File: src/rtl/page_xlat_pkg.sv
package page_xlat_pkg;
  typedef enum logic [1:0] {
    OUT_NONE  = 2'd0,
    OUT_DONE  = 2'd1,
    OUT_RANGE = 2'd2,
    OUT_FAULT = 2'd3
  } xlat_out_e;
endpackage

File: src/rtl/page_xlat_frame_ram.sv
module page_xlat_frame_ram #(
  parameter int ADDR_W = 8,
  parameter int DATA_W = 16
) (
  input  logic              clk,
  input  logic              we,
  input  logic [ADDR_W-1:0] waddr,
  input  logic [DATA_W-1:0] wdata,
  input  logic              re,
  input  logic [ADDR_W-1:0] raddr,
  output logic [DATA_W-1:0] rdata
);
  localparam int DEPTH = 1 << ADDR_W;

  logic [DATA_W-1:0] mem [DEPTH];

  // Read-first single-clock RAM, no reset, so block RAM can be inferred.
  always_ff @(posedge clk) begin
    if (we) mem[waddr] <= wdata;
    if (re) rdata <= mem[raddr];
  end
endmodule

File: src/rtl/page_xlat_res_bits.sv
module page_xlat_res_bits #(
  parameter int ADDR_W = 8
) (
  input  logic              clk,
  input  logic              rst,
  input  logic              we,
  input  logic [ADDR_W-1:0] waddr,
  input  logic              wbit,
  input  logic              re,
  input  logic [ADDR_W-1:0] raddr,
  output logic              rbit
);
  localparam int DEPTH = 1 << ADDR_W;

  logic [DEPTH-1:0] res_q;

  // Flop array so that reset clears every resident flag at once.
  always_ff @(posedge clk) begin
    if (rst) begin
      res_q <= '0;
      rbit  <= 1'b0;
    end else begin
      if (we) res_q[waddr] <= wbit;
      if (re) rbit <= res_q[raddr];
    end
  end
endmodule

File: src/rtl/page_xlat.sv
module page_xlat
  import page_xlat_pkg::*;
#(
  parameter int LA_W  = 16,
  parameter int PA_W  = 24,
  parameter int OFF_W = 8
) (
  input  logic                  clk,
  input  logic                  rst,
  input  logic                  req_valid,
  input  logic [LA_W-1:0]       req_laddr,
  input  logic                  bound_we,
  input  logic [LA_W-OFF_W-1:0] bound_wdata,
  input  logic                  pt_we,
  input  logic [LA_W-OFF_W-1:0] pt_wpage,
  input  logic [PA_W-OFF_W-1:0] pt_wframe,
  input  logic                  pt_wres,
  output logic                  xlat_done,
  output logic [PA_W-1:0]       phys_addr,
  output logic                  trap_range,
  output logic                  trap_fault
);
  localparam int PG_W = LA_W - OFF_W;
  localparam int FR_W = PA_W - OFF_W;

  logic [PG_W-1:0]  bound_q;
  logic [PG_W-1:0]  req_page;
  logic             req_q;
  logic             in_range_q;
  logic [OFF_W-1:0] off_q;
  logic [FR_W-1:0]  frame_rd;
  logic             res_rd;
  xlat_out_e        outcome;

  assign req_page = req_laddr[LA_W-1:OFF_W];

  always_ff @(posedge clk) begin
    if (rst) bound_q <= '0;
    else if (bound_we) bound_q <= bound_wdata;
  end

  always_ff @(posedge clk) begin
    if (rst) begin
      req_q      <= 1'b0;
      in_range_q <= 1'b0;
      off_q      <= '0;
    end else begin
      req_q      <= req_valid;
      in_range_q <= (req_page <= bound_q);
      off_q      <= req_laddr[OFF_W-1:0];
    end
  end

  page_xlat_frame_ram #(.ADDR_W(PG_W), .DATA_W(FR_W)) u_frames (
    .clk   (clk),
    .we    (pt_we),
    .waddr (pt_wpage),
    .wdata (pt_wframe),
    .re    (req_valid),
    .raddr (req_page),
    .rdata (frame_rd)
  );

  page_xlat_res_bits #(.ADDR_W(PG_W)) u_res (
    .clk   (clk),
    .rst   (rst),
    .we    (pt_we),
    .waddr (pt_wpage),
    .wbit  (pt_wres),
    .re    (req_valid),
    .raddr (req_page),
    .rbit  (res_rd)
  );

  // Range check outranks the residency check.
  always_comb begin
    if (!req_q)           outcome = OUT_NONE;
    else if (!in_range_q) outcome = OUT_RANGE;
    else if (!res_rd)     outcome = OUT_FAULT;
    else                  outcome = OUT_DONE;
  end

  assign xlat_done  = (outcome == OUT_DONE);
  assign trap_range = (outcome == OUT_RANGE);
  assign trap_fault = (outcome == OUT_FAULT);
  assign phys_addr  = {frame_rd, off_q};
endmodule

File: config.mk
export PLATFORM = sky130hd
export DESIGN_NAME = page_xlat
export DESIGN_NICKNAME = d
export VERILOG_FILES = /design/src/rtl/page_xlat_pkg.sv /design/src/rtl/page_xlat_frame_ram.sv /design/src/rtl/page_xlat_res_bits.sv /design/src/rtl/page_xlat.sv
export SDC_FILE = /design/constraint.sdc
export NUM_CORES = 2
export LEC_CHECK = 0
export BUFFER_PORTS_ARGS = -buffer_cell sky130_fd_sc_hd__buf_4
export CAP_MARGIN = 20
export CORE_ASPECT_RATIO = 2
export CORE_MARGIN = 2
export CORE_UTILIZATION = 50
export CTS_BUF_LIST = sky130_fd_sc_hd__clkbuf_8 sky130_fd_sc_hd__clkbuf_16
export DETAILED_ROUTE_END_ITERATION = 7
export PLACE_DENSITY_LB_ADDON = 0.25
export SYNTH_ARGS = -nofsm -noshare
export SYNTH_HDL_FRONTEND = slang
export SYNTH_SLANG_ARGS = --single-unit
File: constraint.sdc
create_clock -name clk -period 3.6 [get_ports clk]
set_input_delay 0.36 -clock clk [delete_from_list [all_inputs] [get_ports clk]]
set_output_delay 0.36 -clock clk [all_outputs]
set_load 0.01 [all_outputs]
==> impl_results.md <==
* Avg Cell Area, Syn at 21.0 sq um
* CTS clk-pin slew, worst paths at 0.07 ns
* Largest area contributor in the netlist: edfxtp_1
* Area contributors post-synth: edfxtp_1, mux4_2, dfxtp_1
* Nets@finish at 8794
* Critical path type: input port to flop
* Pwr dens at 534 nW/um^2
* Layout filler cell count at 24000
* Core Area at 334000 sq um
* Final ANT Viol Nets at 0
* Tmin final at 3.30 ns
* Share of power burned in registers at 54.6%
* Row cnt at 300
* Power, Total at 0.102 W
* Layout Cells excl Fill at 13400
* Most used cell, CP: buf_4
* Yosys reg bits at 4387
* Sw power at 0.0221 W
* Initial DRT Pass Iterations at 8
* Worst path max stage delay at 0.83 ns
* FFs w/ async S/R, synth at 0%
* Gate power share at 5.6%
* Leading register cell type out of synthesis: edfxtp_1
* Netlist cell types at 48
* FF+latch area at 129000 sq um
* First-pass GRT wire length at 646000 um
* Clock latency on the worst-skew pair at 0.95 ns
* Worst Hold Class: input port to flop
* GR Util All Layers at 26.7%
* Yosys warning total at 0
* Status: finished, final reports clean
* Pins Over Slew Limit at 0
* Slowest cell on crit path: o21ai_0
* Die Y at 823 um
* CTS tree: done
* Pint at 0.0804 W
* Seq/Total Area, Yosys at 76.8%
* Net Count, Synth at 8051
* Multi-input gate area at 36300 sq um
* Vias in the first global route at 88500
* Hold_ws at 0.0916 ns
* Post-route DRC at 0
* Final setup vio count at 0
* Placed cell areas at 179000 sq um
* RSZ-0062 raised after global routing: no
* Commonest non-fill, non-tap cell in the layout: edfxtp_1
* Critical path peak fanout at 20
* Worst-path cell chain: buf_16, buf_12, buf_4, buf_4, mux4_2, a221oi_2, o22ai_1, o21ai_0, buf_4, nand4_1
* Final period util at 91.7%
* Fin. Hold Viols at 0
* Post-DR vias/cell at 6.41
* Utilization after layout at 57.4%
* Total gr overflow at 0
* CTS sink cnt at 4387
* Clock Power Share at 39.8%
* Max_slew headroom at 15.3%
* Drt wl/cell at 34.0 um
* Clock Skews at 0.0616 ns
* Inst Count DP at 12700
* Starting Density at 50.3%
* CP Capture Type: flop
* Buffers on Ports at 80
* DIE AREA at 341000 sq um
* DPL Wire Length at 292000 um
* Clock Tree Root: clkbuf_16
* WP data arrival at 3.93 ns
* Worst-margin pin slew at 1.27 ns
* Leak at 60.3 nW
* Antenna violations before repair at 17
* Post-synth EDFFs at 4112
* Largest net degree at the start of global routing at 161
* Initial DRC count at 9627
* Crit path max-delay family: compound AO/OA/AOI/OAI gates
* Setup crit start kind: input port
* Fmax at 303 MHz
* Max clock buf depth at 4
* CP required at 4.23 ns
* Post-route cell area at 192000 sq um
* CP bufs+invs at 5
* Area grow syn2layout at 14.2%
* IO Pins at 81
* Max Cap Violations at 0
* CTS buffer count at 373
* DR vias at 86100
* Share of post-route cells with drive strength above 1 at 28.5%
* Total Routed Length at 456000 um
* Peak supply drop at 0.000415 V
* Die width at 414 um
* Post-Synthesis Cells at 7989
* H-tree Lvls at 5
* Setup Fix Bufs, Post-CTS at 0
* Sw frac at 21.6%
* Area share of the largest cell type after synthesis at 73.6%
* Commonest cells after routing, fill and taps aside: edfxtp_1, mux4_2, buf_4, clkbuf_16, o21ai_0
* Final GP Congestion at 0.888
* Synth Cell Area at 168000 sq um
worst register-to-register path, stage by stage, from the launching register on:
cell and delay [ns]:
edfxtp_1 0.35, mux4_2 0.49, a22o_1 0.30, a221oi_1 0.35, buf_4 0.21, o22ai_1 0.07, o21ai_0 0.79, buf_4 0.25
nand4_1 0.15
layer usage:
layer,wire [um],GRT usage (%)
met1,154000,31.3
met2,240000,46.7
met3,30700,3.70
met4,30800,15.3
met5,0,0
worst paths after layout:
kind	end	startpoint	cells after the start	slack, ns
worst min-delay path	u_frames.mem[17][13]	pt_wframe[13]	2	0.09
worst max-delay path	u_frames.rdata[9]	req_laddr[8]	10	0.30
worst min register to register	u_res.res_q[10]	u_res.res_q[10]	2	0.48
worst max register to register	u_frames.rdata[9]	u_frames.mem[115][9]	8	0.35
synth_stat cells (all sizes together) (4+ instances only):
master and count:
edfxtp 4112, mux4 1078, clkbuf 343, o21ai 324, nand2 287, nor2 283, dfxtp 275, a21oi 267
a221oi 257, a22o 256, buf 209, o22ai 134, mux2i 35, nand4 21, nor2b 20, nand3 14
inv 11, o221ai 10, a22oi 9, ha 8, nand2b 8, a2111oi 4
power groups by stage:
stage,combinational [W],clock (W),sequential [W]
after floorplan,0.00270,0,0.0570
after global placement,0.00559,0,0.0570
after detailed placement,0.00568,0,0.0570
after CTS,0.00575,0.0414,0.0559
after global routing,0.00595,0.0431,0.0559
final,0.00574,0.0408,0.0559
layout make-up:
type                    instances  area share, %
well taps                    4379           2.86
inverters                      11         0.0215
flip-flops and latches       4387           67.3
clock buffers                 399           5.11
clock inverters               286           1.28
multi-input cells            3039           18.9
diodes                         12         0.0157
repair buffers                920           4.52
logic make-up after synthesis:
family,count (synthesis),share of synthesized area [%]
and+or+nand+nor,647,1.56
buffers and inverters,563,1.62
AOI/OAI and AO/OA,1271,5.25
DFF,4387,76.8
adders and majority gates,8,0.0596
muxes,1113,14.7
flip-flops by register name (all words and copies together) (netlist names):
register,count
bound_q,8
in_range_q,1
off_q,8
req_q,1
u_frames.mem,4096
u_frames.rdata,16
u_res.rbit,1
u_res.res_q,256
per-stage QoR:
step,worst slack [ns],setup TNS [ns]
global placement,-0.615,-3.15
CTS,0.318,0
detailed placement,-0.615,-2.60
finish,0.301,0
floorplan,1.08,0
global route,0.362,0
repair_timing:
| item | 4_1_cts | 5_1_grt |
|---|---|---|
| resized for setup | 0 | 0 |
| hold buffers | 60 | 0 |
| hold endpoints to repair | 741 | 0 |
No activity file was read; power rests on OpenSTA's default activity.
